$ cat src/rtl/gbc_pkg.sv
package gbc_pkg;

    localparam int NUM_BANKS = 4;
    localparam int DATA_W    = 32;
    localparam int HALF_W    = DATA_W / 2;
    localparam int ADDR_W    = 12;

    // register offsets and per-bank strides (byte addresses)
    localparam int OFS_MD_LO  = 'h000;
    localparam int OFS_MD_HI  = 'h004;
    localparam int MD_STRIDE  = 8;
    localparam int OFS_DIN    = 'h060;
    localparam int DIN_STRIDE = 4;
    localparam int OFS_DIR    = 'h204;
    localparam int OFS_OE     = 'h208;
    localparam int OFS_IMASK  = 'h20C;
    localparam int OFS_IEN    = 'h210;
    localparam int OFS_IDIS   = 'h214;
    localparam int OFS_ISTS   = 'h218;
    localparam int OFS_ITYPE  = 'h21C;
    localparam int OFS_IPOL   = 'h220;
    localparam int OFS_IANY   = 'h224;
    localparam int CFG_STRIDE = 'h40;

    function automatic int bank_pins(input int b);
        case (b)
            1:       return 22;
            default: return 32;
        endcase
    endfunction

    function automatic int bank_base(input int b);
        int sum;
        sum = 0;
        for (int k = 0; k < b; k++) sum += bank_pins(k);
        return sum;
    endfunction

    function automatic int total_pins();
        return bank_base(NUM_BANKS);
    endfunction

    typedef struct packed {
        logic [DATA_W-1:0] dout;
        logic [DATA_W-1:0] dir;
        logic [DATA_W-1:0] oe;
        logic [DATA_W-1:0] imask;
        logic [DATA_W-1:0] ists;
        logic [DATA_W-1:0] itype;
        logic [DATA_W-1:0] ipol;
        logic [DATA_W-1:0] iany;
        logic [DATA_W-1:0] prev;
    } bank_state_t;

endpackage

$ cat src/rtl/gbc_sync.sv
module gbc_sync #(
    parameter int WIDTH = 32
) (
    input  logic             clk,
    input  logic             rst_n,
    input  logic [WIDTH-1:0] din,
    output logic [WIDTH-1:0] dout
);
    typedef struct packed {
        logic [WIDTH-1:0] s1;
        logic [WIDTH-1:0] s2;
    } sync_t;

    sync_t st_d, st_q;

    always_comb begin
        st_d    = st_q;
        st_d.s1 = din;
        st_d.s2 = st_q.s1;
    end

    always_ff @(posedge clk or negedge rst_n) begin
        if (!rst_n) st_q <= '0;
        else        st_q <= st_d;
    end

    assign dout = st_q.s2;
endmodule

$ cat src/rtl/gbc_bank.sv
module gbc_bank
    import gbc_pkg::*;
#(
    parameter int BANK_IDX = 0,
    parameter int PINS     = 32,
    parameter int AW       = 12
) (
    input  logic              clk,
    input  logic              rst_n,
    input  logic              wr_en,
    input  logic [AW-1:0]     addr,
    input  logic [DATA_W-1:0] wdata,
    input  logic [PINS-1:0]   pad_in,
    output logic [PINS-1:0]   pad_out,
    output logic [PINS-1:0]   pad_oe,
    output logic [DATA_W-1:0] rd_val,
    output logic              irq
);
    localparam logic [DATA_W:0]   ONE_SH = (DATA_W+1)'(1) << PINS;
    localparam logic [DATA_W-1:0] VMASK  = DATA_W'(ONE_SH - (DATA_W+1)'(1));
    localparam logic [DATA_W-1:0] FORCE  = (BANK_IDX == 0) ? DATA_W'('h180) : '0;

    localparam logic [AW-1:0] A_MD_LO = AW'(OFS_MD_LO + MD_STRIDE  * BANK_IDX);
    localparam logic [AW-1:0] A_MD_HI = AW'(OFS_MD_HI + MD_STRIDE  * BANK_IDX);
    localparam logic [AW-1:0] A_DIN   = AW'(OFS_DIN   + DIN_STRIDE * BANK_IDX);
    localparam logic [AW-1:0] A_DIR   = AW'(OFS_DIR   + CFG_STRIDE * BANK_IDX);
    localparam logic [AW-1:0] A_OE    = AW'(OFS_OE    + CFG_STRIDE * BANK_IDX);
    localparam logic [AW-1:0] A_IMASK = AW'(OFS_IMASK + CFG_STRIDE * BANK_IDX);
    localparam logic [AW-1:0] A_IEN   = AW'(OFS_IEN   + CFG_STRIDE * BANK_IDX);
    localparam logic [AW-1:0] A_IDIS  = AW'(OFS_IDIS  + CFG_STRIDE * BANK_IDX);
    localparam logic [AW-1:0] A_ISTS  = AW'(OFS_ISTS  + CFG_STRIDE * BANK_IDX);
    localparam logic [AW-1:0] A_ITYPE = AW'(OFS_ITYPE + CFG_STRIDE * BANK_IDX);
    localparam logic [AW-1:0] A_IPOL  = AW'(OFS_IPOL  + CFG_STRIDE * BANK_IDX);
    localparam logic [AW-1:0] A_IANY  = AW'(OFS_IANY  + CFG_STRIDE * BANK_IDX);

    localparam bank_state_t RST_VAL = '{
        dout:  '0,
        dir:   FORCE,
        oe:    '0,
        imask: VMASK,
        ists:  '0,
        itype: VMASK,
        ipol:  '0,
        iany:  '0,
        prev:  '0
    };

    bank_state_t       st_d, st_q;
    logic [PINS-1:0]   sync_in;
    logic [DATA_W-1:0] din_w;
    logic [DATA_W-1:0] rise, fall, edge_hit, lvl_hit, evt;

    gbc_sync #(.WIDTH(PINS)) u_sync (
        .clk  (clk),
        .rst_n(rst_n),
        .din  (pad_in),
        .dout (sync_in)
    );

    always_comb begin
        din_w             = '0;
        din_w[PINS-1:0]   = sync_in;
    end

    // event detection on synchronized inputs
    always_comb begin
        rise     = din_w & ~st_q.prev;
        fall     = ~din_w & st_q.prev;
        edge_hit = (st_q.iany & (rise | fall))
                 | (~st_q.iany & st_q.ipol & rise)
                 | (~st_q.iany & ~st_q.ipol & fall);
        lvl_hit  = (st_q.ipol & din_w) | (~st_q.ipol & ~din_w);
        evt      = ((st_q.itype & edge_hit) | (~st_q.itype & lvl_hit)) & VMASK;
    end

    // next-state computation
    always_comb begin
        st_d      = st_q;
        st_d.prev = din_w;
        if (wr_en) begin
            case (addr)
                A_MD_LO: begin
                    for (int i = 0; i < HALF_W; i++)
                        if (!wdata[HALF_W+i]) st_d.dout[i] = wdata[i];
                end
                A_MD_HI: begin
                    for (int i = 0; i < HALF_W; i++)
                        if (!wdata[HALF_W+i]) st_d.dout[HALF_W+i] = wdata[i];
                end
                A_DIR:   st_d.dir   = wdata;
                A_OE:    st_d.oe    = wdata;
                A_IEN:   st_d.imask = st_q.imask & ~wdata;
                A_IDIS:  st_d.imask = st_q.imask | wdata;
                A_ISTS:  st_d.ists  = st_q.ists & ~wdata;
                A_ITYPE: st_d.itype = wdata;
                A_IPOL:  st_d.ipol  = wdata;
                A_IANY:  st_d.iany  = wdata;
                default: ;
            endcase
        end
        // new events win over a same-cycle clear
        st_d.ists  = st_d.ists | evt;
        // unimplemented pins stay zero, forced outputs stay one
        st_d.dout  = st_d.dout  & VMASK;
        st_d.dir   = (st_d.dir  & VMASK) | FORCE;
        st_d.oe    = st_d.oe    & VMASK;
        st_d.imask = st_d.imask & VMASK;
        st_d.ists  = st_d.ists  & VMASK;
        st_d.itype = st_d.itype & VMASK;
        st_d.ipol  = st_d.ipol  & VMASK;
        st_d.iany  = st_d.iany  & VMASK;
    end

    always_ff @(posedge clk or negedge rst_n) begin
        if (!rst_n) st_q <= RST_VAL;
        else        st_q <= st_d;
    end

    // read view
    always_comb begin
        case (addr)
            A_DIN:   rd_val = din_w;
            A_DIR:   rd_val = st_q.dir;
            A_OE:    rd_val = st_q.oe;
            A_IMASK: rd_val = st_q.imask;
            A_ISTS:  rd_val = st_q.ists;
            A_ITYPE: rd_val = st_q.itype;
            A_IPOL:  rd_val = st_q.ipol;
            A_IANY:  rd_val = st_q.iany;
            default: rd_val = '0;
        endcase
    end

    assign pad_out = st_q.dout[PINS-1:0];
    assign pad_oe  = st_q.dir[PINS-1:0] & st_q.oe[PINS-1:0];
    assign irq     = |(st_q.ists & ~st_q.imask);
endmodule

$ cat src/rtl/gpio_bank_ctrl.sv
module gpio_bank_ctrl
    import gbc_pkg::*;
#(
    parameter int AW = gbc_pkg::ADDR_W
) (
    input  logic                    clk,
    input  logic                    rst_n,
    input  logic                    wr_en,
    input  logic                    rd_en,
    input  logic [AW-1:0]           addr,
    input  logic [DATA_W-1:0]       wdata,
    output logic [DATA_W-1:0]       rdata,
    input  logic [total_pins()-1:0] pad_in,
    output logic [total_pins()-1:0] pad_out,
    output logic [total_pins()-1:0] pad_oe,
    output logic                    irq
);
    localparam int NPINS = total_pins();

    typedef struct packed {
        logic [DATA_W-1:0] rdata;
    } top_state_t;

    top_state_t        st_d, st_q;
    logic [DATA_W-1:0] bank_rd [NUM_BANKS];
    logic [NUM_BANKS-1:0] bank_irq;
    logic [DATA_W-1:0] rd_or;

    for (genvar b = 0; b < NUM_BANKS; b++) begin : g_bank
        localparam int PB  = bank_pins(b);
        localparam int OFF = bank_base(b);
        gbc_bank #(
            .BANK_IDX(b),
            .PINS    (PB),
            .AW      (AW)
        ) u_bank (
            .clk    (clk),
            .rst_n  (rst_n),
            .wr_en  (wr_en),
            .addr   (addr),
            .wdata  (wdata),
            .pad_in (pad_in[OFF +: PB]),
            .pad_out(pad_out[OFF +: PB]),
            .pad_oe (pad_oe[OFF +: PB]),
            .rd_val (bank_rd[b]),
            .irq    (bank_irq[b])
        );
    end

    always_comb begin
        rd_or = '0;
        for (int b = 0; b < NUM_BANKS; b++) rd_or = rd_or | bank_rd[b];
        st_d       = st_q;
        st_d.rdata = rd_en ? rd_or : '0;
    end

    always_ff @(posedge clk or negedge rst_n) begin
        if (!rst_n) st_q <= '0;
        else        st_q <= st_d;
    end

    assign rdata = st_q.rdata;
    assign irq   = |bank_irq;
endmodule

$ cat config.mk
export PLATFORM = sky130hd
export DESIGN_NAME = gpio_bank_ctrl
export DESIGN_NICKNAME = d
export VERILOG_FILES = /design/src/rtl/gbc_pkg.sv /design/src/rtl/gbc_sync.sv /design/src/rtl/gbc_bank.sv /design/src/rtl/gpio_bank_ctrl.sv
export SDC_FILE = /design/constraint.sdc
export NUM_CORES = 2
export LEC_CHECK = 0
export CAP_MARGIN = 40
export CELL_PAD_IN_SITES_DETAIL_PLACEMENT = 0
export CELL_PAD_IN_SITES_GLOBAL_PLACEMENT = 1
export CORE_ASPECT_RATIO = 1.2
export CORE_UTILIZATION = 44
export CTS_CLUSTER_SIZE = 24
export DETAILED_ROUTE_END_ITERATION = 16
export PLACE_DENSITY = 0.8
export SYNTH_ARGS = -nofsm -noshare
export SYNTH_HDL_FRONTEND = slang
export SYNTH_HIERARCHICAL = 1
export SYNTH_SLANG_ARGS = --single-unit
$ cat constraint.sdc
create_clock -name clk -period 2 [get_ports clk]
set_clock_uncertainty 0.15 [all_clocks]
set_input_delay 0.5 -clock clk [delete_from_list [all_inputs] [get_ports clk]]
set_output_delay 0.5 -clock clk [all_outputs]
set_load 0.01 [all_outputs]
==> impl_metrics.ini <==
[run_status]
run_status = complete, but fails checks
failing_checks = negative setup slack

[clock_network]
cts.sink_count = 1328
cts_root_buf = sky130_fd_sc_hd__clkbuf_16
tritoncts = built
clk_transition_reported_paths_ns = 0.06
worstSkewPairLatency_ns = 0.81
clockBufferDepth = 3
numCtsBuffers = 143
cts_max_level = 4

[timing]
final_min_period_over_clock_period = 1.82
fin_worst_hold_slack_ns = 0.0285
worst_slack_ns = -1.64
finalHoldViolCount = 0
fin_crit_ns = 3.64
max_slew_margin_vs_limit = 0.389
final-max-slew-violation-count = 0
setup_viol = 260
grt_setup_unrepaired = true
achievable-frequency_mhz = 275
worst_slew_pin_slew_ns = 0.917

[routing]
wl_met2_um = 113000
drt_first_pass_iters = 7
route.vias.total = 50900
drc_violation_total_after_the_first_tritonroute_iteration = 4272
routed_wirelength_um = 245000
routed.top_layer = met5
drc = 0
drt_wl_cell_um = 27.6
m1WireLength_um = 96000
route.antenna.remaining_nets = 0
detailroute.wirelength.met3_um = 17700
detail_route.vias_per_cell = 5.73

[grt]
overflow = 0
antenna_violations_before_repair = 18
first_global_vias = 52500
grt_pass1_wl_um = 354000
grt_usage = 0.320
grt_start_max_net_pins = 86

[worst_setup_path]
critPathRequiredTime_ns = 1.35
cp.arrival_ns = 2.99
worst_setup_path_end_kind = primary output
regToRegStartpoint = g_bank[1].u_bank/st_q[213]
critical_path.max_fanout = 2
worstSetupStartpointType = flip-flop
regToRegSetupSlack_ns = -0.18
worst_r2r_path_depth = 6
criticalPathCategory = flip-flop to primary output
rr_endpoint = rdata[21]

[pwr]
net-switching-power_w = 0.0147
irDropWorstVdd_uv = 813
power.clock.fraction = 0.456
internal_power_w = 0.0447
pwr_cell_area_nw_per_um2 = 659
p_leak_nw = 43.8
combinationalPowerShare = 0.075
part_of_the_power_in_registers = 0.469
power.share.switching = 0.248

[synth]
synth_top_family_by_area = multiplexers
synth.lib_cells_used.distinct = 74
post_synth_and_or_nand_nor_area_fraction = 0.0715
async_reset_ff_frac = 1.00
mappedNetlistArea_um2 = 65400
yosys.area_share.xor_xnor = 0.0158
yosys_warnings = 6
synth_enable_flop_cells = 0
ys.flop_type = sky130_fd_sc_hd__dfrtp_1
ys_seq_area_frac = 0.512
post_synth.cell_area_avg_um2 = 12.2
flop_and_latch_count_out_of_synthesis = 1328
synthMuxAreaShare = 0.203
post_synth_inst_count = 5362
area_share_of_fa_ha_maj_cells_after_synthesis = 0.0451
compound_gate_portion_of_the_synthesized_area = 0.0959

[floorplan]
initial_utilization = 0.445
io_pins = 435
die-height_um = 424
placementRows = 154
die_area_um2 = 150000
die_x_um = 354
coreArea_um2 = 147000

[layout]
n_fill_cell = 11300
layout_common_cells = sky130_fd_sc_hd__dfrtp_1 (1060), sky130_fd_sc_hd__buf_4 (910), sky130_fd_sc_hd__mux2_2 (567), sky130_fd_sc_hd__inv_1 (345), sky130_fd_sc_hd__mux2_4 (328)
finalInstanceArea_um2 = 90100
multi_input_gate_area_in_the_final_layout_um2 = 31400
post_route_cells_drive_above_1_share = 0.483
mostFrequentLayoutCell = sky130_fd_sc_hd__dfrtp_1
layout.area.seq_um2 = 33600
final_net_count = 7208
area_delta_synth_final_pct = 37.7

[placed_design]
hpwl_um = 165000
pre_cts_slack_ns = -1.35
place.gp.congestion = 0.953
port-buffer-count = 434
placedInstanceArea_um2 = 79500

[hold_path]
hold_class = input pin to flip-flop
holdPathEnd = g_bank[3].u_bank/u_sync/st_d[3]
worstHoldPathCells = 1
hold_path_startpoint = pad_in[89]

[job]
max_cap_viol_count = 0
[Yosys cell counts, drive strengths merged (4+ instances only)]
cell	instances	area, µm²
a22oi	108	811
a32oi	9	78.8
o22a	32	280
or3	6	42.5
ha	236	2950
o2bb2ai	13	114
nor4bb	5	50.1
nor4b	9	115
a211oi	64	480
nor3b	5	37.5
o221ai	122	1070
o21ai	23	115
o41a	32	360
mux2	904	10400
nor4	29	305
dfrtp	1092	27300
xor2	118	1030
a21oi	99	495
mux2i	267	2670
or4b	9	97.6
and2	117	732
or4	7	52.6
a21o	8	60.1
o211ai	62	465
nand3	24	120
nand4	15	93.8
clkbuf	160	601
nand2	298	1130
or2	4	25.0
nand2b	11	68.8
nor2	228	858
and3	48	300
inv	352	1320
a22o	34	298
buf	259	1740
dfstp	236	6200
a211o	32	280
mux4	10	225
a2bb2oi	8	70.1
o22ai	106	663
nor2b	68	425
a221o	58	581
nor3	11	81.3
[registers in the layout, indices dropped and copies added, names as in the netlist, named ones only]
| signal | flops |
|---|---|
| g_bank.u_bank/pad_out | 118 |
| g_bank.u_bank/u_sync/dout | 118 |
| g_bank.u_bank/st_q | 824 |
| g_bank.u_bank/u_sync/st_d | 118 |
| rdata | 32 |
[cell families after synthesis]
| group | count (synthesis) |
|---|---|
| AND/OR/NAND/NOR | 910 |
| multiplexers | 1181 |
| flip-flops | 1328 |
| XOR/XNOR | 118 |
| other | 1 |
| AO/OA/AOI/OAI | 817 |
| buffers and inverters | 771 |
| adder cells (fa/ha/maj) | 236 |
[worst max path at each step]
stage,end,slack [ns],start
after floorplan,g_bank[3].u_bank/pad_out[16],-0.45,addr[10]
after global placement,rdata[0],-1.32,addr[1]
after detailed placement,irq,-1.35,flip-flop
after CTS,irq,-1.61,flip-flop
after global routing,irq,-1.65,flip-flop
final,irq,-1.64,flip-flop
[stage by stage]
stage / total power (W) / setup TNS [ns] / util / std cells
after global routing: 0.0612 / -33.41 / 0.612 / 8875
after floorplan: 0.0296 / -172.11 / - / 5371
after global placement: 0.0322 / -990.96 / 0.540 / 8121
after CTS: 0.0597 / -35.91 / 0.604 / 8787
final: 0.0594 / -24.94 / 0.612 / 8878
after detailed placement: 0.0323 / -1010.83 / 0.540 / 8121
[power by group through the flow]
stage,Clock (W),Sequential (W),Combinational (W)
6_report,0.0271,0.0278,0.00444
5_1_grt,0.0286,0.0279,0.00473
4_1_cts,0.0275,0.0278,0.00436
3_5_place_dp,0,0.0283,0.00397
3_3_place_gp,0,0.0283,0.00389
2_1_floorplan,0,0.0281,0.00147
[worst max-delay path: stages, from the launching register on]
cell and delay, ns:
sky130_fd_sc_hd__dfstp_2 0.56, sky130_fd_sc_hd__o22ai_4 0.10, sky130_fd_sc_hd__nor4_2 0.32, sky130_fd_sc_hd__buf_4 0.15, sky130_fd_sc_hd__nand4_1 0.22, sky130_fd_sc_hd__or4_4 0.67, sky130_fd_sc_hd__buf_6 0.16
[timing repair]
item	in CTS	in global routing
gates resized for setup	1664	129
hold buffers	117	0
pin swaps	166	116
setup endpoints to repair	1193	545
setup buffers	274	102
cloned	22	3
hold endpoints to repair	1237	0
[cell type report]
cell class	count	share of cell area
Inverter	352	0.0147
Sequential cell	1328	0.373
Multi-Input combinational cell	3273	0.349
Antenna cell	6	0.000167
Timing Repair Buffer	1708	0.184
Clock buffer	208	0.0464
Tap cell	1950	0.0271
Clock inverter	53	0.00628
[routing by layer]
metal	global-route usage	up-vias
met5	0	-
met4	0.202	10
met3	0.0631	641
met2	0.512	2140
met1	0.398	26200
li1	-	21900
No activity file was read; power rests on OpenSTA's default activity.
